File: src/rtl/bus_alu_pkg.sv
package bus_alu_pkg;

    // Who currently owns the shared bus.
    typedef enum logic [2:0] {
        SRC_IDLE = 3'd0,
        SRC_EXT  = 3'd1,
        SRC_ACC  = 3'd2,
        SRC_OPD  = 3'd3,
        SRC_SUM  = 3'd4
    } bus_src_e;

    // Populated flag slots.
    typedef struct packed {
        logic carry;
        logic zero;
    } alu_flags_t;

endpackage

File: src/rtl/bus_word_reg.sv
module bus_word_reg #(
    parameter int W = 8
) (
    input  logic         clk,
    input  logic         rst,
    input  logic         load,
    input  logic [W-1:0] d,
    output logic [W-1:0] q
);

    always_ff @(posedge clk) begin
        if (rst) begin
            q <= '0;
        end else if (load) begin
            q <= d;
        end
    end

endmodule

File: src/rtl/bus_addsub.sv
module bus_addsub #(
    parameter int W = 8
) (
    input  logic [W-1:0] lhs,
    input  logic [W-1:0] rhs,
    input  logic         sub,
    output logic [W-1:0] result,
    output logic         carry_out,
    output logic         is_zero
);

    logic [W:0]   chain;
    logic [W-1:0] rhs_eff;

    // Subtract: invert the right operand and inject a carry of one.
    assign rhs_eff  = rhs ^ {W{sub}};
    assign chain[0] = sub;

    for (genvar i = 0; i < W; i++) begin : g_bit
        assign result[i]  = lhs[i] ^ rhs_eff[i] ^ chain[i];
        assign chain[i+1] = (lhs[i] & rhs_eff[i]) | (chain[i] & (lhs[i] ^ rhs_eff[i]));
    end

    assign carry_out = chain[W];
    assign is_zero   = ~|result;

endmodule

File: src/rtl/bus_flag_reg.sv
module bus_flag_reg
    import bus_alu_pkg::*;
(
    input  logic       clk,
    input  logic       rst,
    input  logic       load,
    input  alu_flags_t next_flags,
    output alu_flags_t flags
);

    always_ff @(posedge clk) begin
        if (rst) begin
            flags <= '0;
        end else if (load) begin
            flags <= next_flags;
        end
    end

endmodule

File: src/rtl/bus_source_mux.sv
module bus_source_mux
    import bus_alu_pkg::*;
#(
    parameter int W = 8
) (
    input  logic         ext_en,
    input  logic         acc_en,
    input  logic         opd_en,
    input  logic         sum_en,
    input  logic [W-1:0] ext_val,
    input  logic [W-1:0] acc_val,
    input  logic [W-1:0] opd_val,
    input  logic [W-1:0] sum_val,
    output logic [W-1:0] bus
);

    bus_src_e src;

    // Fixed priority only matters when the one-driver rule is broken.
    always_comb begin
        if (sum_en) begin
            src = SRC_SUM;
        end else if (acc_en) begin
            src = SRC_ACC;
        end else if (opd_en) begin
            src = SRC_OPD;
        end else if (ext_en) begin
            src = SRC_EXT;
        end else begin
            src = SRC_IDLE;
        end
    end

    always_comb begin
        unique case (src)
            SRC_SUM: bus = sum_val;
            SRC_ACC: bus = acc_val;
            SRC_OPD: bus = opd_val;
            SRC_EXT: bus = ext_val;
            default: bus = '0;
        endcase
    end

endmodule

File: src/rtl/bus_alu.sv
module bus_alu
    import bus_alu_pkg::*;
#(
    parameter int W = 8
) (
    input  logic         clk,
    input  logic         rst,
    input  logic         ext_drive,
    input  logic [W-1:0] ext_data,
    input  logic         acc_load,
    input  logic         acc_drive,
    input  logic         opd_load,
    input  logic         opd_drive,
    input  logic         sub_mode,
    input  logic         sum_drive,
    input  logic         flag_load,
    output logic [W-1:0] bus_data,
    output logic         flag_carry,
    output logic         flag_zero
);

    logic [W-1:0] acc_q;
    logic [W-1:0] opd_q;
    logic [W-1:0] sum_val;
    logic         sum_carry;
    logic         sum_zero;
    alu_flags_t   flags_d;
    alu_flags_t   flags_q;

    bus_word_reg #(.W(W)) u_acc (
        .clk  (clk),
        .rst  (rst),
        .load (acc_load),
        .d    (bus_data),
        .q    (acc_q)
    );

    bus_word_reg #(.W(W)) u_opd (
        .clk  (clk),
        .rst  (rst),
        .load (opd_load),
        .d    (bus_data),
        .q    (opd_q)
    );

    bus_addsub #(.W(W)) u_addsub (
        .lhs       (acc_q),
        .rhs       (opd_q),
        .sub       (sub_mode),
        .result    (sum_val),
        .carry_out (sum_carry),
        .is_zero   (sum_zero)
    );

    assign flags_d.carry = sum_carry;
    assign flags_d.zero  = sum_zero;

    bus_flag_reg u_flags (
        .clk        (clk),
        .rst        (rst),
        .load       (flag_load),
        .next_flags (flags_d),
        .flags      (flags_q)
    );

    bus_source_mux #(.W(W)) u_mux (
        .ext_en  (ext_drive),
        .acc_en  (acc_drive),
        .opd_en  (opd_drive),
        .sum_en  (sum_drive),
        .ext_val (ext_data),
        .acc_val (acc_q),
        .opd_val (opd_q),
        .sum_val (sum_val),
        .bus     (bus_data)
    );

    assign flag_carry = flags_q.carry;
    assign flag_zero  = flags_q.zero;

endmodule

File: config.mk
export PLATFORM = sky130hd
export DESIGN_NAME = bus_alu
export DESIGN_NICKNAME = d
export VERILOG_FILES = /design/src/rtl/bus_alu_pkg.sv /design/src/rtl/bus_word_reg.sv /design/src/rtl/bus_addsub.sv /design/src/rtl/bus_flag_reg.sv /design/src/rtl/bus_source_mux.sv /design/src/rtl/bus_alu.sv
export SDC_FILE = /design/constraint.sdc
export NUM_CORES = 1
export LEC_CHECK = 0
export BUFFER_PORTS_ARGS = -buffer_cell sky130_fd_sc_hd__buf_2
export CAP_MARGIN = 20
export CORE_MARGIN = 2
export CORE_UTILIZATION = 55
export CTS_BUF_LIST = sky130_fd_sc_hd__clkbuf_2
export DETAILED_ROUTE_END_ITERATION = 8
export PLACE_DENSITY = 0.81
export SYNTH_ARGS = -nofsm -noshare
export SYNTH_HDL_FRONTEND = slang
export SYNTH_SLANG_ARGS = --single-unit
File: constraint.sdc
create_clock -name clk -period 6.79 [get_ports clk]
set_input_delay 1.0185 -clock clk [delete_from_list [all_inputs] [get_ports clk]]
set_output_delay 1.0185 -clock clk [all_outputs]
set_load 0.005 [all_outputs]
==> flow_summary.json <==
{
  "cp_num_buf_inv": 6,
  "synth_edf_count": 0,
  "ir_worst_vdd_v": 0.000153,
  "wl_per_cell_microns": 15.8,
  "slew_headroom": 0.699,
  "power_frac_comb": 0.395,
  "setup_slack_ns": 1.23,
  "grt_pass1_vias": 1080,
  "cts_buffers": 3,
  "path_cells": "buf_2 > xnor2_1 > fa_1 > inv_1 > fa_1 > fa_1 > fa_1 > fa_1 > inv_1 > fa_1 > inv_1 > fa_1 > inv_1 > a22o_1 > nor2_1 > buf_2",
  "drc": 0,
  "setup_violations": 0,
  "grt_overflow_total": 0,
  "dr.first_iter.drc_count": 24,
  "status": "finished, final reports clean",
  "p_per_area_nw_per_um2": 205,
  "fin_crit_ns": 5.56,
  "layout-drive-gt1-share": 0.232,
  "worst_pin_slew_ns": 0.451,
  "grt_max_degree": 23,
  "antennaDiodeCount": 0,
  "crit_fanout": 8,
  "htreeDepth": 1,
  "die_x_microns": 51.8,
  "maxCapViolations": 0,
  "cp.depth": 16,
  "rsz0062_at_grt": "no",
  "seqPwrFrac": 0.446,
  "worstReg2RegStart": "u_opd.q[0]",
  "pre_cts_ws_ns": 1.24,
  "p_clk_frac": 0.159,
  "vias": 1105,
  "synthTopCellsByArea": "dfxtp_1 (29%), fa_1 (11%), o32ai_1 (7.0%), nand2_1 (3.9%), nor2_1 (3.9%)",
  "p_sw_mw": 0.104,
  "grt_pass1_wl_microns": 4900,
  "max_stage_delay_ns": 0.50,
  "r2r-end": "u_opd.q[7]",
  "fin_tns_setup_ns": 0,
  "cts_resized": 0,
  "endpoint": "bus_data[7]",
  "synth-xor-area-share": 0.0557,
  "power_leakage_nw": 0.592,
  "synth_flop_cell": "dfxtp_1",
  "vias_per_cell": 6.04,
  "clock_skew_ns": 0.00840,
  "synth-simple-area-share": 0.223,
  "syn_nets": 158,
  "fin_nets": 182,
  "p_int_mw": 0.182,
  "synth_top_family_by_area": "compound AO/OA/AOI/OAI gates",
  "clockBufferDepth": 2,
  "hp-class": "reg2reg",
  "final_common_cell": "buf_2",
  "ys_seq_area_frac": 0.286,
  "crit_family": "adder cells",
  "antenna_left": 0,
  "port_buffers": 27,
  "reg2reg_depth": 14,
  "sw_frac_of_total": 0.363,
  "antenna_found_initial": 0,
  "clock.fmax_mhz": 180,
  "cts_hold_buf": 0,
  "final_cell_mix": "buf_2 (27), dfxtp_1 (18), nor2_1 (13), nand2_1 (13), inv_1 (12)",
  "slew_viol_final": 0,
  "synth.avg_cell_area_sq_um": 9.46,
  "post-cts-setup-buffers": 0,
  "dr.pass1.iters": 4,
  "core_area_sq_um": 2190,
  "whs_path_depth": 2,
  "synth_fa_ha_area_frac": 0.111,
  "synthArstFlopShare": 0,
  "end_kind": "primary output",
  "clock_sinks": 18,
  "yosysTopAreaCell": "dfxtp_1",
  "cp.required_ns": 5.77,
  "synth_compound_area_frac": 0.231,
  "crit_type": "in2out",
  "syn_to_final_growth_pct": 10.5,
  "start_util": 0.575,
  "syn-instance-count": 133,
  "timing.reg2reg.setup_slack_ns": 2.87,
  "yosysUniqueCellTypes": 32,
  "dp.final_hpwl_microns": 2180,
  "cts_tree": "yes",
  "routed_wl_microns": 2890,
  "synth.area.mux_share": 0.0159,
  "yosys_warnings": 0,
  "crit_path_start": "sub_mode",
  "io_pins": 28,
  "final-hold-violation-count": 0,
  "cts-root-buf": "clkbuf_2",
  "cp-start-kind": "input pin",
  "period_share": 0.819,
  "clk_latency_ns": 0.31,
  "grt_usage": 0.247,
  "gp_congestion": 0.809,
  "ys_ff_latch": 18,
  "crit_top_cell": "fa_1",
  "clkTransAtPathRegs_ns": 0.17,
  "cp.arrival_ns": 4.54,
  "fp.dieH_microns": 51.8,
  "dieArea_sq_um": 2690,
  "slowest_stage": "fa_1",
  "num_rows": 17,
  "synthDominantCellAreaShare": 0.286,
  "syn_area_sq_um": 1260
}
[synth_stat cells (2+ instances only)]
| cell | count |
|---|---|
| a2111oi_2 | 2 |
| o32ai_1 | 10 |
| xor2_1 | 5 |
| inv_1 | 12 |
| clkbuf_1 | 4 |
| buf_6 | 2 |
| o21ai_0 | 2 |
| mux2i_1 | 2 |
| a311oi_1 | 5 |
| nor2_1 | 13 |
| xnor2_1 | 3 |
| buf_4 | 2 |
| nand3_1 | 2 |
| nand2_1 | 13 |
| and4bb_2 | 2 |
| dfxtp_1 | 18 |
| a22o_1 | 3 |
| nand2b_1 | 6 |
| a221oi_1 | 4 |
| nor4bb_1 | 3 |
| fa_1 | 7 |
| and3b_1 | 3 |
[power by group through the flow]
| stage | Combinational, mW | Sequential [mW] | Clock, mW |
|---|---|---|---|
| 6_report | 0.113 | 0.127 | 0.0455 |
| 5_1_grt | 0.128 | 0.129 | 0.0511 |
| 4_1_cts | 0.113 | 0.127 | 0.0468 |
| 3_5_place_dp | 0.113 | 0.130 | 0 |
| 3_3_place_gp | 0.109 | 0.129 | 0 |
| 2_1_floorplan | 0.0806 | 0.127 | 0 |
[flip-flops by register name, summed over array words and instances, names as in the netlist]
signal,cells
u_flags.flags,2
u_opd.q,8
u_acc.q,8
[worst register-to-register path, delay by kind of cell (launching register included)]
| kind | cells | cell delay [ns] |
|---|---|---|
| buffers and inverters | 4 | 0.22 |
| AO/OA/AOI/OAI | 2 | 0.51 |
| adder cells (fa/ha/maj) | 7 | 2.41 |
| multiplexers | 1 | 0.24 |
| flip-flops | 1 | 0.46 |
[cells by family after synthesis]
family | after synthesis
multiplexers | 2
AND/OR/NAND/NOR | 47
adder cells (fa/ha/maj) | 7
AO/OA/AOI/OAI | 31
buffers and inverters | 20
flip-flops | 18
XOR/XNOR | 8
[metrics by stage]
step | cells | power (mW) | utilization | hold WS (ns) | area [sq um]
5_1_grt | 183 | 0.308 | 0.635 | 0.523 | 1390
2_1_floorplan | 133 | 0.208 | - | 0.461 | 1260
3_5_place_dp | 180 | 0.242 | 0.628 | 0.478 | 1380
4_1_cts | 183 | 0.287 | 0.635 | 0.501 | 1390
3_3_place_gp | 180 | 0.238 | 0.628 | 0.453 | 1380
6_report | 183 | 0.286 | 0.635 | 0.496 | 1390
[worst min-delay path by stage]
stage                           startpoint          endpoint  slack (ns)
after CTS                 u_flags.flags[0]  u_flags.flags[0]        0.50
after global routing      u_flags.flags[0]  u_flags.flags[0]        0.52
after floorplan           u_flags.flags[0]  u_flags.flags[0]        0.46
after global placement    u_flags.flags[0]  u_flags.flags[0]        0.45
after detailed placement  u_flags.flags[0]  u_flags.flags[0]        0.48
final                     u_flags.flags[0]  u_flags.flags[0]        0.50
[metal layers]
layer	wire, microns	global-route usage	part of all wire	vias to the layer above
li1	-	-	-	533
met1	1230	0.299	0.43	524
met2	1450	0.424	0.50	42
met3	169	0.0575	0.058	6
met4	38	0.0877	0.013	0
met5	0	0	0	-
[cell type report]
type	instances	area, sq um
clock buffer	3	15.0
fill	193	800
inverter	12	45.0
multi-input combinational	95	801
sequential	18	360
tap	28	35.0
timing repair buffer	27	135
No activity file was read; power rests on OpenSTA's default activity.
